[src/rtl/syncfg_pkg.sv]
package syncfg_pkg;
    localparam int M_W     = 9;
    localparam int N_W     = 2;
    localparam int T_W     = 2;
    localparam int NULL_W  = 1;
    localparam int FRAME_W = T_W + NULL_W + N_W + M_W;
    localparam int RATIO_W = (1 << N_W) + 1;

    typedef enum logic [T_W-1:0] {
        TSEL_LOW   = 2'b00,
        TSEL_SHIFT = 2'b01,
        TSEL_MDIV  = 2'b10,
        TSEL_FOUT  = 2'b11
    } tsel_e;

    typedef struct packed {
        tsel_e            t;
        logic [N_W-1:0]   n;
        logic [M_W-1:0]   m;
    } cfg_t;

    // Unpack a frame; the null slot sits between the selector and N.
    function automatic cfg_t frame_to_cfg(input logic [FRAME_W-1:0] f);
        cfg_t c;
        c.t = tsel_e'(f[FRAME_W-1 -: T_W]);
        c.n = f[M_W+N_W-1 -: N_W];
        c.m = f[M_W-1:0];
        return c;
    endfunction

    function automatic logic [RATIO_W-1:0] ratio_of(input logic [N_W-1:0] n);
        return RATIO_W'(2) << n;
    endfunction
endpackage

[src/rtl/syncfg_edge.sv]
module syncfg_edge #(
    parameter int W = 2
) (
    input  logic         clk,
    input  logic [W-1:0] din,
    output logic [W-1:0] rise
);
    logic [W-1:0] prev_q;

    always_ff @(posedge clk) begin
        prev_q <= din;
    end

    for (genvar i = 0; i < W; i++) begin : g_rise
        assign rise[i] = din[i] & ~prev_q[i];
    end
endmodule

[src/rtl/syncfg_shreg.sv]
module syncfg_shreg #(
    parameter int W = 14
) (
    input  logic         clk,
    input  logic         rst,
    input  logic         shift_en,
    input  logic         din,
    output logic [W-1:0] q,
    output logic [W-1:0] nxt
);
    assign nxt = shift_en ? {q[W-2:0], din} : q;

    always_ff @(posedge clk) begin
        if (rst) q <= '0;
        else     q <= nxt;
    end
endmodule

[src/rtl/syncfg_testmux.sv]
module syncfg_testmux
    import syncfg_pkg::*;
(
    input  logic  par_mode,
    input  tsel_e sel,
    input  logic  ser_bit,
    input  logic  mdiv,
    input  logic  fout,
    output logic  out
);
    always_comb begin
        out = 1'b0;
        if (!par_mode) begin
            unique case (sel)
                TSEL_LOW:   out = 1'b0;
                TSEL_SHIFT: out = ser_bit;
                TSEL_MDIV:  out = mdiv;
                TSEL_FOUT:  out = fout;
                default:    out = 1'b0;
            endcase
        end
    end
endmodule

[src/rtl/syncfg_loader.sv]
module syncfg_loader
    import syncfg_pkg::*;
(
    input  logic               clk,
    input  logic               rst,
    input  logic               par_load_n,
    input  logic [M_W-1:0]     m_pins,
    input  logic [N_W-1:0]     n_pins,
    input  logic               ser_clk,
    input  logic               ser_dat,
    input  logic               ser_load,
    input  logic               mreset,
    input  logic               mdiv_in,
    input  logic               fout_in,
    output logic [M_W-1:0]     m_val,
    output logic [N_W-1:0]     n_sel,
    output logic [RATIO_W-1:0] div_ratio,
    output logic               test_out,
    output logic               div_clr
);
    localparam int EV_CLK  = 0;
    localparam int EV_LOAD = 1;

    logic [1:0]         ev_rise;
    logic [FRAME_W-1:0] sreg_q;
    logic [FRAME_W-1:0] sreg_nxt;
    logic               shift_en;
    logic               commit;
    cfg_t               cfg_q;

    syncfg_edge #(.W(2)) u_edge (
        .clk  (clk),
        .din  ({ser_load, ser_clk}),
        .rise (ev_rise)
    );

    assign shift_en = par_load_n & ev_rise[EV_CLK];
    // Commit on the strobe's rising edge, or on every shift while it stays high.
    assign commit   = par_load_n & (ev_rise[EV_LOAD] | (ser_load & ev_rise[EV_CLK]));

    syncfg_shreg #(.W(FRAME_W)) u_shreg (
        .clk      (clk),
        .rst      (rst),
        .shift_en (shift_en),
        .din      (ser_dat),
        .q        (sreg_q),
        .nxt      (sreg_nxt)
    );

    always_ff @(posedge clk) begin
        if (rst) begin
            cfg_q <= '0;
        end else if (!par_load_n) begin
            cfg_q.m <= m_pins;
            cfg_q.n <= n_pins;
        end else if (commit) begin
            cfg_q <= frame_to_cfg(sreg_nxt);
        end
    end

    syncfg_testmux u_tmux (
        .par_mode (~par_load_n),
        .sel      (cfg_q.t),
        .ser_bit  (sreg_q[FRAME_W-1]),
        .mdiv     (mdiv_in),
        .fout     (fout_in),
        .out      (test_out)
    );

    assign m_val     = cfg_q.m;
    assign n_sel     = cfg_q.n;
    assign div_ratio = ratio_of(cfg_q.n);
    assign div_clr   = mreset;
endmodule

[config.mk]
export PLATFORM = sky130hd
export DESIGN_NAME = syncfg_loader
export DESIGN_NICKNAME = d
export VERILOG_FILES = /design/src/rtl/syncfg_pkg.sv /design/src/rtl/syncfg_edge.sv /design/src/rtl/syncfg_shreg.sv /design/src/rtl/syncfg_testmux.sv /design/src/rtl/syncfg_loader.sv
export SDC_FILE = /design/constraint.sdc
export NUM_CORES = 1
export LEC_CHECK = 0
export BUFFER_PORTS_ARGS = -buffer_cell sky130_fd_sc_hd__buf_4
export CORE_ASPECT_RATIO = 1.1
export CORE_MARGIN = 4
export CORE_UTILIZATION = 45
export CTS_BUF_LIST = sky130_fd_sc_hd__clkbuf_8
export DETAILED_ROUTE_END_ITERATION = 8
export PLACE_DENSITY_LB_ADDON = 0.05
export SLEW_MARGIN = 30
export SYNTH_ARGS = -nofsm -noshare
export SYNTH_HDL_FRONTEND = slang
export SYNTH_SLANG_ARGS = --single-unit
[constraint.sdc]
create_clock -name clk -period 3.6 [get_ports clk]
set_input_delay 0.36 -clock clk [delete_from_list [all_inputs] [get_ports clk]]
set_output_delay 0.36 -clock clk [all_outputs]
set_load 0.05 [all_outputs]
==> After elaboration in Yosys (flattened, before gate mapping) <==
Cells that the tools add are included.
{ "totals": {"word_cells": 26, "reg_bits": 29} }
{ "classes": {"n_bitwise": 8, "eq_ne": 4, "n_shift": 1, "reduce_logical": 2, "n_mux": 5} }
{ "ops": {"columns": ["op", "n"], "rows": [
  ["2-to-1 mux 11 bit", 2],
  ["2-to-1 mux 14 bit", 1],
  ["bitwise AND 1 bit", 5],
  ["<< shifter 2 x 2 -> 5 bit, first input constant", 1],
  ["equality test 2 bit, second input constant", 2],
  ["one-hot mux 1 bit (4 select lines)", 1],
  ["equality test 2 x 1 -> 1 bit, second input constant", 1],
  ["logical NOT 2 bit", 1],
  ["inequality test 2 x 1 -> 1 bit, second input constant", 1],
  ["NOT 1 bit", 2],
  ["AND reduction 2 bit", 1],
  ["2-to-1 mux 1 bit", 1],
  ["OR 1 bit", 1]
]} }

==> Longest topological paths before layout <==
Gate-level depths: netlist of run 1.
{ "logic_depth": {"word_depth": 7, "depth_mapped": 6} }

==> Hierarchy <==
A second synthesis of run 1 with hierarchy kept.
{ "hier_totals": {"cells_unflattened": 142, "area_unflattened_um2": 1520.2} }
{ "modules_own_cells": {"columns": ["mod", "cells_per_inst", "area_per_inst_um2", "instances"], "rows": [
  ["syncfg_loader", 91, 822.0, 1],
  ["syncfg_shreg", 44, 603.1, 1],
  ["syncfg_edge", 4, 67.6, 1],
  ["syncfg_testmux", 3, 27.5, 1]
]} }

==> Worst setup path after synthesis of run 1 <==
No wires, ideal clock.
{ "synth_timing": {"path_type": "flip-flop to output port", "start": "reg cfg_q (netlist bit n_sel[0])", "end": "out div_ratio[2]", "required_time_ps": 3240, "path_stages_with_launch": 2, "slack_ps": 2140, "t_arrival_ps": 1100, "path_cell_list": "dfxtp_1 > nor2b_1"} }
{ "synth_between": {"elab_chain_cells": 1} }
{ "synth_lines": {"columns": ["element", "line", "text"], "rows": [
  ["start, declared", "syncfg_loader.sv:29", "cfg_t cfg_q;"],
  ["start signal, assigned", "syncfg_loader.sv:57", "cfg_q <= frame_to_cfg(sreg_nxt);"],
  ["<< shifter 2 x 2 -> 5 bit", "syncfg_pkg.sv:32", "return RATIO_W'(2) << n;"],
  ["end, declared", "syncfg_loader.sv:17", "output logic [RATIO_W-1:0] div_ratio,"]
]} }
Every way passes these cells.

==> Worst setup path after layout of run 1 <==
{ "layout_timing": {"start": "reg cfg_q[11] in the netlist's numbering", "end": "out test_out"} }
{ "layout_between": {"elab_chain_cells": 3} }
{ "layout_lines": {"columns": ["element", "line", "text"], "rows": [
  ["equality test 2 bit, or another cell as far along", "syncfg_testmux.sv:14", "unique case (sel)"],
  ["one-hot mux 1 bit (4 select lines) *", "syncfg_testmux.sv:14", null],
  ["2-to-1 mux 1 bit *", "syncfg_testmux.sv:13", "if (!par_mode) begin"],
  ["end, declared", "syncfg_loader.sv:18", "output logic test_out,"]
]} }
Mark *: on every way between the ends. The rest lies on a longest branch, timed or not.

==> impl_metrics.toml, run 1 <==
[status]
outcome = "completed"

[timing]
max-slew-margin-rel_pct = 46.9
tns_ns = 0
layout_min_cycle_time_ns = 1.81
clock_skew_ns = 0.00572
setup_viol = 0
slew_viol_final = 0
tightest_slew_ns = 0.793
finalHoldViolCount = 0
period_share_pct = 50.3
rsz0062_at_grt = "false"
fmax_mhz = 552

[setup_path]
max_stage_delay_ns = 0.36
crit_family = "flip-flops"
cp.required_ns = 3.24
reg2reg_depth = 5
arrival_ns = 1.45
cp_cell_sequence = "mux2_2, nand2_1, o21ai_0, and2_1, buf_4"
worstReg2RegEnd = "m_val[7]$_SDFFE_PP0P_"
crit_path_end_kind = "output port"
rrSetupSlack_ns = 2.17
r2r-start = "u_edge.prev_q[0]$_DFF_P_"
path_max_fanout = 3
path_class = "reg2out"
cp_slowest_cell = "dfxtp_1"
critical_path_buf_inv_count = 1
critPathLaunchType = "flip-flop"

[pwr]
cellLeakagePower_nw = 0.714
clockPowerShare_pct = 39.8
power.density_nw_per_um2 = 489
comb_power_share_pct = 13.5
p_switching_w = 0.000180
switching_share_pct = 24.9
max-vdd-ir-drop_mv = 0.343
seq_power_share_pct = 46.7
p_int_w = 0.000541

[run]
cap_violations = 0

[cts]
insertion_delay_ns = 0.27
clk_pin_slew_ns = 0.06
cts_buffers = 5
cts_tree = "yes"
cts_hold_buf = 0
cts_resized = 0
clock_sinks = 29
cts_buffer_depth = 2
root_buffer = "clkbuf_8"
htree_num_levels = 2
post_cts_buffers = 0

[detailed_routing]
detail-route-antenna-nets = 0
wirelength_um = 2330
drtPass1Iterations = 4
drc = 0
num_vias = 887
via_per_inst = 5.10
dr.first_iter.drc_count = 21
wl_per_cell_um = 13.4

[place]
gp_congestion = 0.759
postPlaceCellArea_um2 = 1370
place_hpwl_um = 1690
portBuffers = 34

[global_route]
grt_pass1_wl_um = 3950
grtUsageTotal_pct = 14.6
grt_max_degree = 20
grt_pass1_vias = 855
antenna_found_initial = 0
gr-total-overflow = 0

[synthesis]
synth_top_area_share_pct = 47.8
syn_nets = 140
synthArstFlopShare_pct = 0
netlist_instances = 120
netlist_area_um2 = 1210
ys_ff_latch = 29
synth_common_cells = "dfxtp_1 (29), nor2_1 (27), mux2i_1 (14)"
syn_area_per_cell_um2 = 10.1
synth_top_cell_by_area = "dfxtp_1"
synthFlopType = "dfxtp_1"
synth_enable_flop_cells = 0
synthTopCellsByArea = "dfxtp_1 (48%), mux2i_1 (12%), a221o_1 (9.1%)"
yosys.cell_count.top_type = "dfxtp_1"
yosys_warnings = 0
ys_seq_area_share_pct = 47.8
synth.distinct_cells = 22

[die]
row_count = 19
core_um2 = 2540
die_area_um2 = 3600
io_pins = 38
initial_utilization_pct = 47.8
die_y_um = 62.5
die_w_um = 57.5

[min_path]
hold_end = "u_edge.prev_q[1]$_DFF_P_"
hold_path_depth = 1
min_from = "ser_load"
hold_class = "in2reg"

[final_layout]
fin_area_um2 = 1480
syn_to_final_growth_pct = 21.4
n_antenna_cell = 0
nets = 162
drive_gt1_share_pct = 32.2
==> worst reg2reg max path: cells and delay by family (launching register included) <==
kind                   cells  cell delay (ns)
and+or+nand+nor            2             0.29
buffers and inverters      1             0.19
AOI/OAI and AO/OA          2             0.53
DFF                        1             0.30
==> metal layers <==
layer	up-vias	global-route usage, %	share of wire (%)
met3	5	7.85	8.1
li1	446	-	-
met1	403	18.2	44
met2	33	20.6	46
met5	-	0	0
met4	0	6.09	1.8
==> through the flow <==
stage	instances	util [%]	total power, W	worst slack, ns	hold WS, ns
after floorplan	120	-	0.000421	2.14	0.388
after global placement	166	54.0	0.000441	2.06	0.469
after CTS	174	58.0	0.000732	1.77	0.193
final	174	58.0	0.000721	1.79	0.204
after detailed placement	166	54.0	0.000443	2.04	0.477
after global routing	174	58.0	0.000758	1.72	0.183
==> final cells by class <==
cell class / count / area (um2)
clock buffers: 7 / 96.3
repair buffers: 35 / 263
fillers: 223 / 1070
well taps: 31 / 38.8
multi-input cells: 71 / 492
flip-flops and latches: 29 / 581
clock inverters: 1 / 5.00
==> power by group through the flow <==
stage / clock network (W) / logic, W / registers, W
floorplan: 0 / 0.0000791 / 0.000342
global placement: 0 / 0.0000975 / 0.000344
detailed placement: 0 / 0.0000983 / 0.000344
CTS: 0.000297 / 0.0000985 / 0.000337
global route: 0.000316 / 0.000103 / 0.000339
finish: 0.000287 / 0.0000973 / 0.000337
==> worst max path at each step <==
stage	start	cells past startpoint	endpoint
after floorplan	n_sel[0]$_SDFFE_PP0P_	1	div_ratio[2]
after global placement	ser_clk	6	m_val[5]$_SDFFE_PP0P_
after detailed placement	ser_clk	6	m_val[5]$_SDFFE_PP0P_
after CTS	cfg_q[11]$_SDFFE_PP0P_	5	test_out
after global routing	cfg_q[11]$_SDFFE_PP0P_	5	test_out
final	cfg_q[11]$_SDFFE_PP0P_	5	test_out
==> cells by family after synthesis <==
kind of cell / synth area share, %
and+or+nand+nor: 14.4
muxes: 12.5
AOI/OAI and AO/OA: 13.3
buffers and inverters: 11.7
other: 0.309
DFF: 47.8
==> cell usage in the layout, fill, tap and decap left out <==
cell / n
nor2_1: 27
mux2i_1: 14
a311oi_1: 2
nor2b_1: 2
a21oi_1: 2
mux2_2: 1
nand2_1: 2
nand2b_1: 1
a21o_1: 1
clkinv_2: 1
o21ai_0: 1
buf_4: 35
conb_1: 1
dfxtp_1: 29
nand3b_4: 1
a21boi_2: 1
and2_1: 2
a221o_1: 11
nand3b_1: 1
nor3b_1: 1
clkbuf_8: 7
==> registers in the layout (all words and copies together) (netlist names) <==
signal         count
u_edge.prev_q      2
n_sel              2
cfg_q              2
m_val              9
u_shreg.q         14
Power figures use the tool's default switching activity.
==> run 2: changes to the inputs <==
==> constraint.sdc (replaced) <==
create_clock -name clk -period 1.6 [get_ports clk]
set_input_delay 0.16 -clock clk [delete_from_list [all_inputs] [get_ports clk]]
set_output_delay 0.16 -clock clk [all_outputs]
set_load 0.05 [all_outputs]
==> run 2 against run 1 <==
  * Sequential power increased by 130%
  * Critical path depth unchanged
  * Largest power group unchanged
  * Combinational power increased by 130%
  * Core utilization increased by 1.2 points
  * Worst setup slack got worse by 1.7 ns
  * Hold slack got worse by 0.18 ns
  * Highest routed layer unchanged
  * Flip-flop and latch count unchanged
  * Clock power increased by 130%
  * Clock skew decreased by 0.0014 ns
==> impl_metrics.toml, run 2 (same netlist as run 1, synthesis figures left out) <==
[die]
die_y_um = 62.5
die_w_um = 57.5
io_pins = 38
die_area_um2 = 3600
core_um2 = 2540
initial_utilization_pct = 47.8
row_count = 19

[timing]
clock_skew_ns = 0.00427
tns_ns = 0
setup_viol = 0
rsz0062_at_grt = "false"
layout_min_cycle_time_ns = 1.52
period_share_pct = 95.2
finalHoldViolCount = 0
slew_viol_final = 0
fmax_mhz = 657
tightest_slew_ns = 0.787
max-slew-margin-rel_pct = 47.3

[final_layout]
layout_common_cells = "buf_4 (34), dfxtp_1 (28), nor2_1 (27)"
instances_no_fill = 175
regMostFlops = "u_shreg.q"
fin_area_um2 = 1510
nets = 163
fillers = 219
layout_commonest_cell = "buf_4"
drive_gt1_share_pct = 33.3
syn_to_final_growth_pct = 23.9
n_antenna_cell = 0
largest_reg_flops = 14

[global_route]
grt_pass1_vias = 823
grtUsageTotal_pct = 14.1
antenna_found_initial = 0
grt_max_degree = 20
gr-total-overflow = 0
grt_pass1_wl_um = 3820

[detailed_routing]
num_vias = 862
detail-route-antenna-nets = 0
drc = 0
wirelength_um = 2280
via_per_inst = 4.93
wl_per_cell_um = 13.0
drtPass1Iterations = 3
dr.first_iter.drc_count = 17

[setup_path]
cp_slowest_cell = "dfxtp_2"
reg2reg_depth = 5
critPathLaunchType = "flip-flop"
max_stage_delay_ns = 0.35
worstReg2RegEnd = "m_val[8]$_SDFFE_PP0P_"
crit_path_end_kind = "output port"
r2r-start = "u_edge.prev_q[0]$_DFF_P_"
rrSetupSlack_ns = 0.16
path_max_fanout = 3
arrival_ns = 1.36
path_class = "reg2out"
cp_cell_sequence = "mux2_4, nand2_1, o21ai_0, and2_1, buf_6"
cp.required_ns = 1.44

[run]
cap_violations = 0

[cts]
clock_sinks = 29
post_cts_buffers = 0
clk_pin_slew_ns = 0.06
htree_num_levels = 2
cts_tree = "yes"
cts_buffer_depth = 2
insertion_delay_ns = 0.27
root_buffer = "clkbuf_8"
cts_buffers = 5

[pwr]
max-vdd-ir-drop_mv = 0.789
power.density_nw_per_um2 = 1080
power_w = 0.00163
cellLeakagePower_nw = 0.727

[min_path]
hold_path_depth = 1
hold_class = "in2reg"
hold_end = "u_edge.prev_q[0]$_DFF_P_"
min_from = "ser_clk"

[place]
place_hpwl_um = 1670
placed_cells = 166
portBuffers = 34
gp_congestion = 0.725
postPlaceCellArea_um2 = 1370

[status]
outcome = "completed"
==> run 2: changes by cell type in the layout (fill, tap and decap cells not counted) <==
cell / before / now
mux2_2: 1 / 0
mux2_4: 0 / 1
buf_4: 35 / 34
nor3b_4: 0 / 1
dlygate4sd3_1: 0 / 1
dfxtp_1: 29 / 28
buf_6: 0 / 1
nor3b_1: 1 / 0
dfxtp_2: 0 / 1
==> run 2: how the worst max path moves through the flow <==
stage	depth (start not counted)	slack, ns	from	end
detailed placement	5	-0.07	u_edge.prev_q[0]$_DFF_P_	m_val[5]$_SDFFE_PP0P_
floorplan	5	0.32	u_edge.prev_q[0]$_DFF_P_	n_sel[0]$_SDFFE_PP0P_
global route	6	0.02	ser_load	m_val[8]$_SDFFE_PP0P_
finish	5	0.08	cfg_q[11]$_SDFFE_PP0P_	test_out
CTS	5	0.02	cfg_q[11]$_SDFFE_PP0P_	test_out
global placement	5	0.003	u_edge.prev_q[0]$_DFF_P_	m_val[7]$_SDFFE_PP0P_
==> run 2: layout make-up <==
| cell class | instances | area, um2 | area share [%] |
|---|---|---|---|
| flip-flops and latches | 29 | 582 | 38.7 |
| multi-input cells | 71 | 507 | 33.7 |
| repair buffers | 36 | 277 | 18.4 |
| clock buffers | 7 | 96.3 | 6.40 |
| well taps | 31 | 38.8 | 2.58 |
| clock inverters | 1 | 5.00 | 0.333 |
==> run 2: power breakdown <==
part           switching, W  internal, W
clock              0.000259     0.000388
sequential        0.0000149     0.000745
combinational      0.000135    0.0000912
total              0.000408      0.00122
==> run 2: per-layer routing <==
metal / GRT usage, % / vias to the layer above / part of all wire [%]
li1: - / 450 / -
met1: 17.0 / 375 / 45
met2: 20.8 / 32 / 44
met3: 5.17 / 5 / 8.5
met4: 8.70 / 0 / 2.0
met5: 0 / - / 0
==> run 2: per-stage QoR <==
| step | worst slack [ns] | util (%) | hold slack, ns |
|---|---|---|---|
| 2_1_floorplan | 0.316 | - | 0.188 |
| 3_3_place_gp | 0.00281 | 54.0 | 0.283 |
| 3_5_place_dp | -0.0658 | 54.0 | 0.285 |
| 4_1_cts | 0.0161 | 58.6 | 0.00981 |
| 5_1_grt | 0.0199 | 59.2 | 0.0125 |
| 6_report | 0.0775 | 59.2 | 0.0235 |
==> run 2: what timing repair did <==
action / CTS / global route
endpoints found under the hold margin: 1 / 0
pin swaps: 0 / 0
hold buffers: 1 / 0
resized for setup: 2 / 3
endpoints found under the setup margin: 8 / 8
==> run 2: critical path: cells and delay by family, from the launching register on <==
| family | cells | cell delay, ns |
|---|---|---|
| AOI/OAI and AO/OA | 1 | 0.06 |
| buffers and inverters | 1 | 0.15 |
| DFF | 1 | 0.35 |
| muxes | 1 | 0.29 |
| and+or+nand+nor | 2 | 0.23 |
==> run 3: changes to the inputs <==
--- a/config.mk
+++ b/config.mk
@@ -5,14 +5,14 @@
 export SDC_FILE = /design/constraint.sdc
 export NUM_CORES = 1
 export LEC_CHECK = 0
-export BUFFER_PORTS_ARGS = -buffer_cell sky130_fd_sc_hd__buf_4
+export ABC_AREA = 1
 export CORE_ASPECT_RATIO = 1.1
 export CORE_MARGIN = 4
 export CORE_UTILIZATION = 45
 export CTS_BUF_LIST = sky130_fd_sc_hd__clkbuf_8
 export DETAILED_ROUTE_END_ITERATION = 8
+export DONT_BUFFER_PORTS = 1
 export PLACE_DENSITY_LB_ADDON = 0.05
-export SLEW_MARGIN = 30
 export SYNTH_ARGS = -nofsm -noshare
 export SYNTH_HDL_FRONTEND = slang
 export SYNTH_SLANG_ARGS = --single-unit
==> run 3 against run 2 <==
  * Cell area up 4.2%
  * Combinational power grew 28%
  * Via count rose by 51%
  * Clock-buffer cell count decreased by 1
  * Total power up 1.4%
  * Fmax up 8.7%
  * Global-route usage grew 2.8 points
==> impl_metrics.toml, run 3 <==
[global_route]
antenna_found_initial = 0
grt_pass1_wl_um = 5140
grt_pass1_vias = 1176
grtUsageTotal_pct = 16.9
grt_max_degree = 27
gr-total-overflow = 0

[synthesis]
yosys_warnings = 0
ys_seq_area_share_pct = 40.1
syn_nets = 240
yosys.cell_count.top_type = "nand2_1"
synthTopCellsByArea = "dfxtp_1 (40%), nand2_1 (14%), nor2_1 (14%)"
synth_top_area_share_pct = 40.1
synth.distinct_cells = 16
synth_common_cells = "nand2_1 (54), nor2_1 (53), dfxtp_1 (29)"
synthFlopType = "dfxtp_1"
ys_ff_latch = 29
synth_enable_flop_cells = 0
synthArstFlopShare_pct = 0
syn_area_per_cell_um2 = 6.58
netlist_instances = 220
netlist_area_um2 = 1450
synth_top_cell_by_area = "dfxtp_1"

[place]
place_hpwl_um = 2060
placed_cells = 245
gp_congestion = 0.758
portBuffers = 0

[timing]
layout_min_cycle_time_ns = 1.40
clock_skew_ns = 0.00284
setup_viol = 0
fmax_mhz = 714
slew_viol_final = 0
rsz0062_at_grt = "false"
tns_ns = 0
tightest_slew_ns = 0.887
period_share_pct = 87.5
max-slew-margin-rel_pct = 40.7
finalHoldViolCount = 0

[cts]
cts_buffers = 5
clk_pin_slew_ns = 0.06
insertion_delay_ns = 0.27
cts_tree = "yes"
cts_hold_buf = 3
root_buffer = "clkbuf_8"
clock_sinks = 29
htree_num_levels = 2
cts_resized = 0
cts_buffer_depth = 2
post_cts_buffers = 0

[die]
core_um2 = 3070
initial_utilization_pct = 47.1
die_w_um = 62.1
die_area_um2 = 4190
die_y_um = 67.5
io_pins = 38
row_count = 21

[detailed_routing]
detail-route-antenna-nets = 0
wirelength_um = 3060
drtPass1Iterations = 4
drc = 0
dr.first_iter.drc_count = 34
num_vias = 1299
via_per_inst = 5.09
wl_per_cell_um = 12.0

[final_layout]
fillers = 314
regMostFlops = "u_shreg.q"
n_antenna_cell = 0
syn_to_final_growth_pct = 8.38
drive_gt1_share_pct = 10.9
nets = 241
final_util_pct = 51.0
largest_reg_flops = 14
layout_commonest_cell = "nand2_1"
layout_common_cells = "nand2_1 (54), nor2_1 (53), dfxtp_1 (29)"
instances_no_fill = 255

[pwr]
power.density_nw_per_um2 = 1050
max-vdd-ir-drop_mv = 0.632
cellLeakagePower_nw = 0.795

[setup_path]
r2r-start = "u_edge.prev_q[0]$_DFF_P_"
worstReg2RegEnd = "cfg_q[12]$_SDFFE_PP0P_"
reg2reg_depth = 8
crit_path_end_kind = "output port"
rrSetupSlack_ns = 0.27
cp.required_ns = 1.44
path_max_fanout = 4
arrival_ns = 1.24
critPathLaunchType = "flip-flop"
path_class = "reg2out"

[min_path]
hold_path_depth = 3
min_from = "rst"
hold_class = "in2reg"
hold_end = "cfg_q[11]$_SDFFE_PP0P_"

[status]
outcome = "completed"

[run]
cap_violations = 0
## run 3: critical path, cell delays in order (launching register included)
cell	delay, ns
dfxtp_1	0.35
nor3b_1	0.17
o21ai_0	0.11
inv_1	0.33
## run 3: cell type report
| class | instances | area (um2) | share of cell area [%] |
|---|---|---|---|
| Clock buffer | 6 | 82.6 | 5.26 |
| Clock inverter | 1 | 3.75 | 0.239 |
| Inverter | 25 | 93.8 | 5.98 |
| Multi-Input combinational cell | 140 | 608 | 38.8 |
| Sequential cell | 29 | 581 | 37.0 |
| Tap cell | 34 | 42.5 | 2.71 |
| Timing Repair Buffer | 20 | 158 | 10.0 |
## run 3: logic make-up after synthesis
kind of cell / after synthesis / synth area share [%]
and+or+nand+nor: 132 / 39.3
buffers and inverters: 51 / 17.9
DFF: 29 / 40.1
AOI/OAI and AO/OA: 7 / 2.42
other: 1 / 0.259
## run 3: worst max path at each step
| stage | endpoint | from | cells after the start |
|---|---|---|---|
| detailed placement | cfg_q[12]$_SDFFE_PP0P_ | u_edge.prev_q[0]$_DFF_P_ | 8 |
| floorplan | div_ratio[2] | n_sel[0]$_SDFFE_PP0P_ | 2 |
| CTS | test_out | cfg_q[11]$_SDFFE_PP0P_ | 4 |
| finish | test_out | cfg_q[11]$_SDFFE_PP0P_ | 3 |
| global route | cfg_q[11]$_SDFFE_PP0P_ | u_edge.prev_q[0]$_DFF_P_ | 8 |
| global placement | cfg_q[11]$_SDFFE_PP0P_ | u_edge.prev_q[0]$_DFF_P_ | 8 |
## run 3: power breakdown
part / internal [W] / total, W / switching (W)
combinational: 0.0000890 / 0.000290 / 0.000201
clock: 0.000334 / 0.000582 / 0.000248
sequential: 0.000764 / 0.000782 / 0.0000185
## run 3: per-stage QoR
stage	hold WS [ns]	total power [W]	setup slack, ns	area (um2)
3_5_place_dp	0.188	0.00108	0.280	1450
3_3_place_gp	0.188	0.00107	0.346	1450
2_1_floorplan	0.188	0.00107	0.372	1450
4_1_cts	0.0446	0.00168	0.177	1570
6_report	0.0548	0.00165	0.199	1570
5_1_grt	0.0599	0.00174	0.0894	1570
## run 3: layer usage
metal  wire [um]  part of all wire [%]  global-route usage (%)  vias to the layer above
li1            -                     -                       -                      668
met1        1310                    43                    19.4                      586
met2        1450                    47                    28.0                       35
met3         199                   6.5                    5.16                       10
met4          95                   3.1                    7.69                        0
met5           0                     0                       0                        -
